### config.mk
export PLATFORM = sky130hd
export DESIGN_NAME = alu_fn_unit
export DESIGN_NICKNAME = d
export VERILOG_FILES = /design/src/rtl/alu_fn_pkg.sv /design/src/rtl/alu_fn_decoder.sv /design/src/rtl/alu_addsub.sv /design/src/rtl/alu_logic_unit.sv /design/src/rtl/alu_datapath.sv /design/src/rtl/alu_fn_unit.sv
export SDC_FILE = /design/constraint.sdc
export NUM_CORES = 1
export LEC_CHECK = 0
export BUFFER_PORTS_ARGS = -buffer_cell sky130_fd_sc_hd__buf_2
export CORE_ASPECT_RATIO = 0.6
export CORE_MARGIN = 2
export CORE_UTILIZATION = 45
export DETAILED_ROUTE_END_ITERATION = 7
export GPL_ROUTABILITY_DRIVEN = 0
export GPL_TIMING_DRIVEN = 0
export PLACE_DENSITY = 0.72
export SETUP_SLACK_MARGIN = 0.5
export SKIP_LAST_GASP = 1
export SYNTH_ARGS = -nofsm -noshare
export SYNTH_HDL_FRONTEND = slang
export SYNTH_SLANG_ARGS = --single-unit
### constraint.sdc
create_clock -name vclk -period 8
set_input_delay 0.4 -clock vclk [all_inputs]
set_output_delay 0.4 -clock vclk [all_outputs]
set_load 0.05 [all_outputs]
### src/rtl/alu_fn_pkg.sv
package alu_fn_pkg;
  localparam int unsigned CLASS_W = 2;
  localparam int unsigned FUNCT_W = 6;
  localparam int unsigned SEL_W   = 3;

  typedef enum logic [SEL_W-1:0] {
    SEL_AND = 3'b000,
    SEL_OR  = 3'b001,
    SEL_ADD = 3'b010,
    SEL_SUB = 3'b110,
    SEL_SLT = 3'b111
  } alu_sel_e;

  // low two bits of the select pick the result source
  typedef enum logic [1:0] {
    SRC_AND = 2'b00,
    SRC_OR  = 2'b01,
    SRC_SUM = 2'b10,
    SRC_LT  = 2'b11
  } res_src_e;

  typedef enum logic [CLASS_W-1:0] {
    CLS_MEM = 2'b00,
    CLS_BEQ = 2'b01,
    CLS_REG = 2'b10,
    CLS_RG2 = 2'b11
  } op_class_e;

  localparam logic [FUNCT_W-1:0] FN_ADD = 6'b100000;
  localparam logic [FUNCT_W-1:0] FN_SUB = 6'b100010;
  localparam logic [FUNCT_W-1:0] FN_AND = 6'b100100;
  localparam logic [FUNCT_W-1:0] FN_OR  = 6'b100101;
  localparam logic [FUNCT_W-1:0] FN_SLT = 6'b101010;
endpackage

### src/rtl/alu_fn_decoder.sv
module alu_fn_decoder
  import alu_fn_pkg::*;
(
  input  logic [CLASS_W-1:0] op_class_i,
  input  logic [FUNCT_W-1:0] funct_i,
  output alu_sel_e           sel_o
);
  alu_sel_e fn_sel;

  always_comb begin
    unique case (funct_i)
      FN_SUB:  fn_sel = SEL_SUB;
      FN_AND:  fn_sel = SEL_AND;
      FN_OR:   fn_sel = SEL_OR;
      FN_SLT:  fn_sel = SEL_SLT;
      default: fn_sel = SEL_ADD;
    endcase
  end

  always_comb begin
    if (op_class_i[1])                sel_o = fn_sel;
    else if (op_class_i == CLS_BEQ)   sel_o = SEL_SUB;
    else                              sel_o = SEL_ADD;
  end
endmodule

### src/rtl/alu_addsub.sv
module alu_addsub #(
  parameter int unsigned WIDTH = 32
) (
  input  logic [WIDTH-1:0] a_i,
  input  logic [WIDTH-1:0] b_i,
  input  logic             neg_b_i,
  output logic [WIDTH-1:0] sum_o,
  output logic             ovf_o
);
  localparam int unsigned MSB = WIDTH - 1;

  logic [WIDTH-1:0] b_eff;
  logic             c_out;
  logic             c_msb;

  assign b_eff = b_i ^ {WIDTH{neg_b_i}};
  assign {c_out, sum_o} = {1'b0, a_i} + {1'b0, b_eff} + {{WIDTH{1'b0}}, neg_b_i};
  // carry into the top bit, recovered from the sum bit
  assign c_msb = a_i[MSB] ^ b_eff[MSB] ^ sum_o[MSB];
  assign ovf_o = c_msb ^ c_out;
endmodule

### src/rtl/alu_logic_unit.sv
module alu_logic_unit #(
  parameter int unsigned WIDTH = 32
) (
  input  logic [WIDTH-1:0] a_i,
  input  logic [WIDTH-1:0] b_i,
  output logic [WIDTH-1:0] and_o,
  output logic [WIDTH-1:0] or_o
);
  for (genvar i = 0; i < WIDTH; i++) begin : g_bit
    assign and_o[i] = a_i[i] & b_i[i];
    assign or_o[i]  = a_i[i] | b_i[i];
  end
endmodule

### src/rtl/alu_datapath.sv
module alu_datapath
  import alu_fn_pkg::*;
#(
  parameter int unsigned WIDTH = 32
) (
  input  logic [WIDTH-1:0] a_i,
  input  logic [WIDTH-1:0] b_i,
  input  logic [SEL_W-1:0] sel_i,
  output logic [WIDTH-1:0] result_o
);
  localparam int unsigned MSB = WIDTH - 1;

  logic [WIDTH-1:0] and_w, or_w, sum_w, lt_w;
  logic             ovf_w;
  res_src_e         src;

  alu_logic_unit #(.WIDTH(WIDTH)) u_logic (
    .a_i   (a_i),
    .b_i   (b_i),
    .and_o (and_w),
    .or_o  (or_w)
  );

  alu_addsub #(.WIDTH(WIDTH)) u_addsub (
    .a_i     (a_i),
    .b_i     (b_i),
    .neg_b_i (sel_i[SEL_W-1]),
    .sum_o   (sum_w),
    .ovf_o   (ovf_w)
  );

  // signed less-than: sign of difference, flipped on overflow
  assign lt_w = {{(WIDTH-1){1'b0}}, sum_w[MSB] ^ ovf_w};
  assign src  = res_src_e'(sel_i[1:0]);

  always_comb begin
    unique case (src)
      SRC_AND: result_o = and_w;
      SRC_OR:  result_o = or_w;
      SRC_SUM: result_o = sum_w;
      default: result_o = lt_w;
    endcase
  end

  always_comb begin
    if (sel_i == SEL_ADD)
      p_add_inverse_r6: assert (result_o - b_i == a_i)
        else $error("add result inconsistent");
    if (sel_i == SEL_SUB)
      p_sub_inverse_r7: assert (result_o + b_i == a_i)
        else $error("sub result inconsistent");
    if (sel_i == SEL_OR)
      p_or_cover_r8: assert (((a_i | b_i) & ~result_o) == '0)
        else $error("or result misses operand bits");
    if (sel_i == SEL_SLT)
      p_slt_signed_r9: assert (result_o == {{(WIDTH-1){1'b0}}, ($signed(a_i) < $signed(b_i))})
        else $error("slt result wrong");
  end
endmodule

### src/rtl/alu_fn_unit.sv
module alu_fn_unit
  import alu_fn_pkg::*;
#(
  parameter int unsigned WIDTH = 32
) (
  input  logic [1:0]       op_class_i,
  input  logic [5:0]       funct_i,
  input  logic [WIDTH-1:0] a_i,
  input  logic [WIDTH-1:0] b_i,
  output logic [2:0]       op_sel_o,
  output logic [WIDTH-1:0] result_o,
  output logic             zero_o
);
  alu_sel_e sel_w;

  alu_fn_decoder u_dec (
    .op_class_i (op_class_i),
    .funct_i    (funct_i),
    .sel_o      (sel_w)
  );

  assign op_sel_o = sel_w;

  alu_datapath #(.WIDTH(WIDTH)) u_dp (
    .a_i      (a_i),
    .b_i      (b_i),
    .sel_i    (op_sel_o),
    .result_o (result_o)
  );

  assign zero_o = ~|result_o;

  always_comb begin
    if (op_class_i == CLS_MEM)
      p_mem_add_r2: assert (op_sel_o == SEL_ADD)
        else $error("memory class not add");
    if (op_class_i == CLS_BEQ)
      p_beq_sub_r3: assert (op_sel_o == SEL_SUB)
        else $error("branch class not sub");
  end
endmodule

; ---- After elaboration in Yosys (flattened, before gate mapping)
; Index checks and enable logic that the tools add are counted.
[totals]
regBits = 0
inputBits = 72
output_inout_bits = 36
elab_cells = 85
[classes]
addsub = 2
n_eq_ne = 7
mux = 4
bitwise_logic = 69
reduce_logical = 3
[ops]
columns = op, count
row1 = 32-bit one-hot mux with 3 select lines, 1
row2 = 32-bit by 32-bit adder with 33-bit output, 1
row3 = 33-bit by 1-bit adder with 33-bit output, 1
row4 = 1-bit AND, 32
row5 = 1-bit bitwise OR, 32
row6 = 32-bit OR reduction, 1
row7 = 32-bit bitwise XOR, 1
row8 = "6-bit equality test, second input constant", 4
row9 = 3-bit one-hot mux with 4 select lines, 1
row10 = 3-bit 2-to-1 mux, 2
row11 = "2-bit by 1-bit equality test with 1-bit output, second input constant", 2
row12 = 1-bit bitwise XOR, 4
row13 = "2-bit equality test, second input constant", 1
row14 = 2-bit logical NOT, 1
row15 = 1-bit logical NOT, 1

; ---- Depth between registers and ports, before layout
[logic_depth]
ltp_word = 12
depth_mapped = 17

; ---- Cells and area by module
; Synthesis repeated with hierarchy kept, for this count alone.
[hier_totals]
hier_cells = 432
hier_area_um2 = 3333.2
[by_module_without_submodules]
columns = mod, instances, cells_each, area_per_inst_um2
row1 = alu_addsub, 1, 273, 2013.2
row2 = alu_datapath, 1, 76, 743.2
row3 = alu_logic_unit, 1, 64, 440.4
row4 = alu_fn_unit, 1, 11, 72.6
row5 = alu_fn_decoder, 1, 8, 63.8

; ---- Worst setup path before layout
; No wires, ideal clock.
[synth_timing]
path_type = in2out
start = input port funct_i[2]
end = output port zero_o
arrival_time_ps = 5508
slack_ps = 2092
cell_stages = 16
n_path_buf = 2
cell_sequence = or3b_2 > o21a_1 > clkbuf_1 > buf_1 > xnor2_1 > ha_1 > nor2b_1 > o31ai_1 > nand2_1 > a311oi_1 > nor3_1 > nand2_1 > nand4_1 > or4_1 > or4b_1 > nor2_1
[synth_between]
elab_cells_between_ends = 19
[synth_lines]
columns = element, line
row1 = from (decl), alu_fn_unit.sv:7  ; input logic [5:0] funct_i,
row2 = 6-bit equality test, alu_fn_decoder.sv:11  ; unique case (funct_i)
row3 = 3-bit one-hot mux with 4 select lines *, alu_fn_decoder.sv:11
row4 = 3-bit 2-to-1 mux *, alu_fn_decoder.sv:21  ; if (op_class_i[1]) sel_o = fn_sel;
row5 = 32-bit bitwise XOR, alu_addsub.sv:16  ; assign b_eff = b_i ^ {WIDTH{neg_b_i}};
row6 = 32-bit by 32-bit adder with 33-bit output, alu_addsub.sv:17  ; assign {c_out, sum_o} = {1'b0, a_i} + {1'b0, b_eff} + {{WIDTH{1'b0}}, neg_b_i};
row7 = 33-bit by 1-bit adder with 33-bit output, alu_addsub.sv:17
row8 = 32-bit one-hot mux with 3 select lines *, alu_datapath.sv:37  ; unique case (src)
row9 = named net result_o[18], alu_fn_unit.sv:11  ; output logic [WIDTH-1:0] result_o,
row10 = 32-bit OR reduction *, alu_fn_unit.sv:31  ; assign zero_o = ~|result_o;
row11 = 1-bit logical NOT *, alu_fn_unit.sv:31
row12 = to (decl), alu_fn_unit.sv:12  ; output logic zero_o
; Mark *: on every way through the listed nets, which the timed path passes. The rest lies on a longest branch.

; ---- Worst setup path in the final report
[layout_timing]
start = input port funct_i[2]
end = output port zero_o
[layout_between]
elab_chain_cells = 12
elab_cells_between_ends = 19
[layout_lines]
columns = element, line
row1 = 6-bit equality test, alu_fn_decoder.sv:11
row2 = 3-bit one-hot mux with 4 select lines *, alu_fn_decoder.sv:11
row3 = 3-bit 2-to-1 mux *, alu_fn_decoder.sv:21
row4 = 32-bit bitwise XOR, alu_addsub.sv:16
row5 = 32-bit by 32-bit adder with 33-bit output, alu_addsub.sv:17
row6 = 33-bit by 1-bit adder with 33-bit output, alu_addsub.sv:17
row7 = 1-bit bitwise XOR, alu_addsub.sv:19  ; assign c_msb = a_i[MSB] ^ b_eff[MSB] ^ sum_o[MSB];
row8 = 1-bit bitwise XOR, alu_addsub.sv:20  ; assign ovf_o = c_msb ^ c_out;
row9 = 1-bit bitwise XOR, alu_datapath.sv:33  ; assign lt_w = {{(WIDTH-1){1'b0}}, sum_w[MSB] ^ ovf_w};
row10 = 32-bit one-hot mux with 3 select lines *, alu_datapath.sv:37
row11 = 32-bit OR reduction *, alu_fn_unit.sv:31
row12 = 1-bit logical NOT *, alu_fn_unit.sv:31
; Every way passes the cells marked *; elsewhere a longest branch is shown, timed or not.

==> flow_summary.toml <==
[timing]
grt_setup_unrepaired = "no"
fmax_mhz = 154
timing.setup.tns_ns = 0
final_min_period_over_clock_period_pct = 81.3
postLayoutSetupSlackWorst_ns = 1.50
finalMaxSlewViolations = 0
setup-violations-final = 0
maxSlewHeadroom_pct = 34.4
period_minus_slack_ns = 6.50
finalHoldViolations = 0
tightest_slew_ns = 0.975

[routing]
route.detailed.drc = 0
count_of_nets_left_with_antenna_violations_after_detail_routing = 0
drt_iter0_markers = 540
avgRoutedWirePerCell_um = 18.0
detail_route.vias_per_cell = 6.26
finalWirelength_mm = 13.1
drtPass1Iterations = 6
detailroute.via_count = 4545

[clock_network]
cts.repair_timing.setup_buffer_count = 0
cts.repair.resized = 0
cts_hold_buf = 0

[min_path]
holdCritPathClass = "input port to output pin"

[finish]
n_fill_cell = 742
layout.area.seq_um2 = 0
area.growth.synth_to_final_pct = 19.3
layout.sequential_cells = 0
final_nets = 735
insertedDiodeCount = 0
clock_buffers = 0
drive_gt1_share_pct = 20.4
instances_no_fill = 726
finalCoreUtilization_pct = 56.3

[worst_setup_path]
setup.worst_path.start_class = "input port"
cp_cell_sequence = "buf_2 > or3b_2 > o21a_1 > clkbuf_1 > buf_1 > xnor2_1 > ha_1 > nor2b_1 > o31ai_1 > nand2_1 > a311oi_1 > nor3_1 > or4_1 > or4_1 > or4b_1 > nor2_1 > buf_2"
critPathCaptureType = "output pin"
cp_data_required_time_ns = 7.60
crit_path_max_fanout = 10
critPathSlowestCell = "sky130_fd_sc_hd__a311oi_1"
worstPathBufferInverterCount = 4
criticalPathCategory = "input port to output pin"
critPathTopFamily = "simple AND/OR/NAND/NOR gates"
arrival_ns = 6.10
crit_path_max_incr_delay_ns = 0.87

[die]
core_um2 = 7360
effective_utilization_at_floorplan_pct = 47.2
die_ar_um2 = 8450
die_w_um = 117
floorplan.die.height_um = 72.0
fp-row-count = 24
floorplan.io_pins = 108

[synthesis]
synth_nets = 625
synthesis.instances = 514
synth_area_leader_cell = "sky130_fd_sc_hd__ha_1"
synth_top_area_share_pct = 13.7
yosys-top-cells-count = "sky130_fd_sc_hd__nand2_1, sky130_fd_sc_hd__o21ai_0, sky130_fd_sc_hd__nor2_1, sky130_fd_sc_hd__xnor2_1"
yosysSeqAreaShare_pct = 0
syn-cell-area_um2 = 3470
synthMostInstantiatedCell = "sky130_fd_sc_hd__nand2_1"
synth_cell_type_count = 69
yosysWarningCount = 0
average_cell_area_after_synthesis_um2 = 6.75
synthTopCellsByArea = "sky130_fd_sc_hd__ha_1, sky130_fd_sc_hd__xnor2_1, sky130_fd_sc_hd__maj3_1"

[run]
max_cap_violations = 0

[global_route]
gr-usage-all-layers_pct = 29.6
grt_pass1_vias = 4008
grt_start_max_net_pins = 11
grt_overflow = 0
antenna_found_initial = 0
wire_length_of_the_first_global_routing_pass_mm = 20.7

[outcome]
outcome = "completed"

[placement]
dpl.hpwl_mm = 10.6
port_buffers = 108
dp.cells = 726
place_worst_setup_slack_ns = 1.67

[power]
total_leakage_power_nw = 1.79
vdd_ir_drop_max_mv = 0.107
power.density_cell_area_nw_per_um2 = 160
==> tightest hold or removal path: stages <==
cell and delay, ns:
sky130_fd_sc_hd__buf_2 0.11, sky130_fd_sc_hd__a21oi_1 0.11, sky130_fd_sc_hd__o22ai_1 0.10, sky130_fd_sc_hd__buf_2 0.22
==> logic make-up after synthesis <==
kind of cell               count (synthesis)  share of synthesized area (%)
AOI/OAI and AO/OA                        164                           31.9
xor gates and xnor gates                  45                           11.4
adders and majority gates                 68                           22.7
buffers and inverters                     40                           4.65
muxes                                      6                           1.73
and+or+nand+nor                          191                           27.7
==> path summary, 6_finish.rpt <==
kind,startpoint,to,depth (start not counted)
min,b_i[2],result_o[2],4
max,funct_i[2],zero_o,17
==> where the power goes <==
part,internal (mW),switching [mW]
sequential,0,0
combinational,0.205,0.457
clock,0,0
==> cells in the final DEF (no fill, tap or decap), types with 3 or more instances in the layout <==
cell,n
sky130_fd_sc_hd__a211oi_1,7
sky130_fd_sc_hd__a21o_1,7
sky130_fd_sc_hd__a21oi_1,38
sky130_fd_sc_hd__a31oi_1,4
sky130_fd_sc_hd__and2_1,7
sky130_fd_sc_hd__and3_1,5
sky130_fd_sc_hd__buf_1,4
sky130_fd_sc_hd__buf_2,108
sky130_fd_sc_hd__clkbuf_1,19
sky130_fd_sc_hd__ha_1,38
sky130_fd_sc_hd__inv_1,15
sky130_fd_sc_hd__maj3_1,27
sky130_fd_sc_hd__mux2i_1,6
sky130_fd_sc_hd__nand2_1,58
sky130_fd_sc_hd__nand2b_1,6
sky130_fd_sc_hd__nand3_1,14
sky130_fd_sc_hd__nand4_1,15
sky130_fd_sc_hd__nor2_1,39
sky130_fd_sc_hd__nor2b_1,4
sky130_fd_sc_hd__nor3_1,15
sky130_fd_sc_hd__o2111ai_1,6
sky130_fd_sc_hd__o211a_1,3
sky130_fd_sc_hd__o211ai_1,5
sky130_fd_sc_hd__o21a_1,10
sky130_fd_sc_hd__o21ai_0,43
sky130_fd_sc_hd__o21bai_1,4
sky130_fd_sc_hd__o22ai_1,3
sky130_fd_sc_hd__o31a_1,3
sky130_fd_sc_hd__o31ai_1,6
sky130_fd_sc_hd__or2_2,6
sky130_fd_sc_hd__or3_1,5
sky130_fd_sc_hd__or4_1,3
sky130_fd_sc_hd__xnor2_1,39
sky130_fd_sc_hd__xor2_1,6
==> layout make-up <==
type	instances	area [µm²]	share of cell area, %
plain buffers	25	105	2.54
well taps	104	130	3.14
multi-input cells	474	3310	79.9
inverters	15	56.3	1.36
repair buffers	108	541	13.1
==> metrics by stage <==
step	total power, mW	instance area, µm²	hold slack (ns)
after floorplan	0.491	3470	1.23
after global placement	0.635	4140	1.33
after detailed placement	0.645	4140	1.33
after CTS	0.648	4140	1.33
after global routing	0.709	4140	1.40
final	0.661	4140	1.34
==> per-layer routing <==
layer  vias up  GRT usage, %  part of all wire, %
met4         0          2.41                 0.63
li1       2148             -                    -
met2       298          44.3                   39
met1      2078          45.3                   48
met5         -             0                    0
met3        21          5.74                   13
Power figures use the tool's default switching activity.
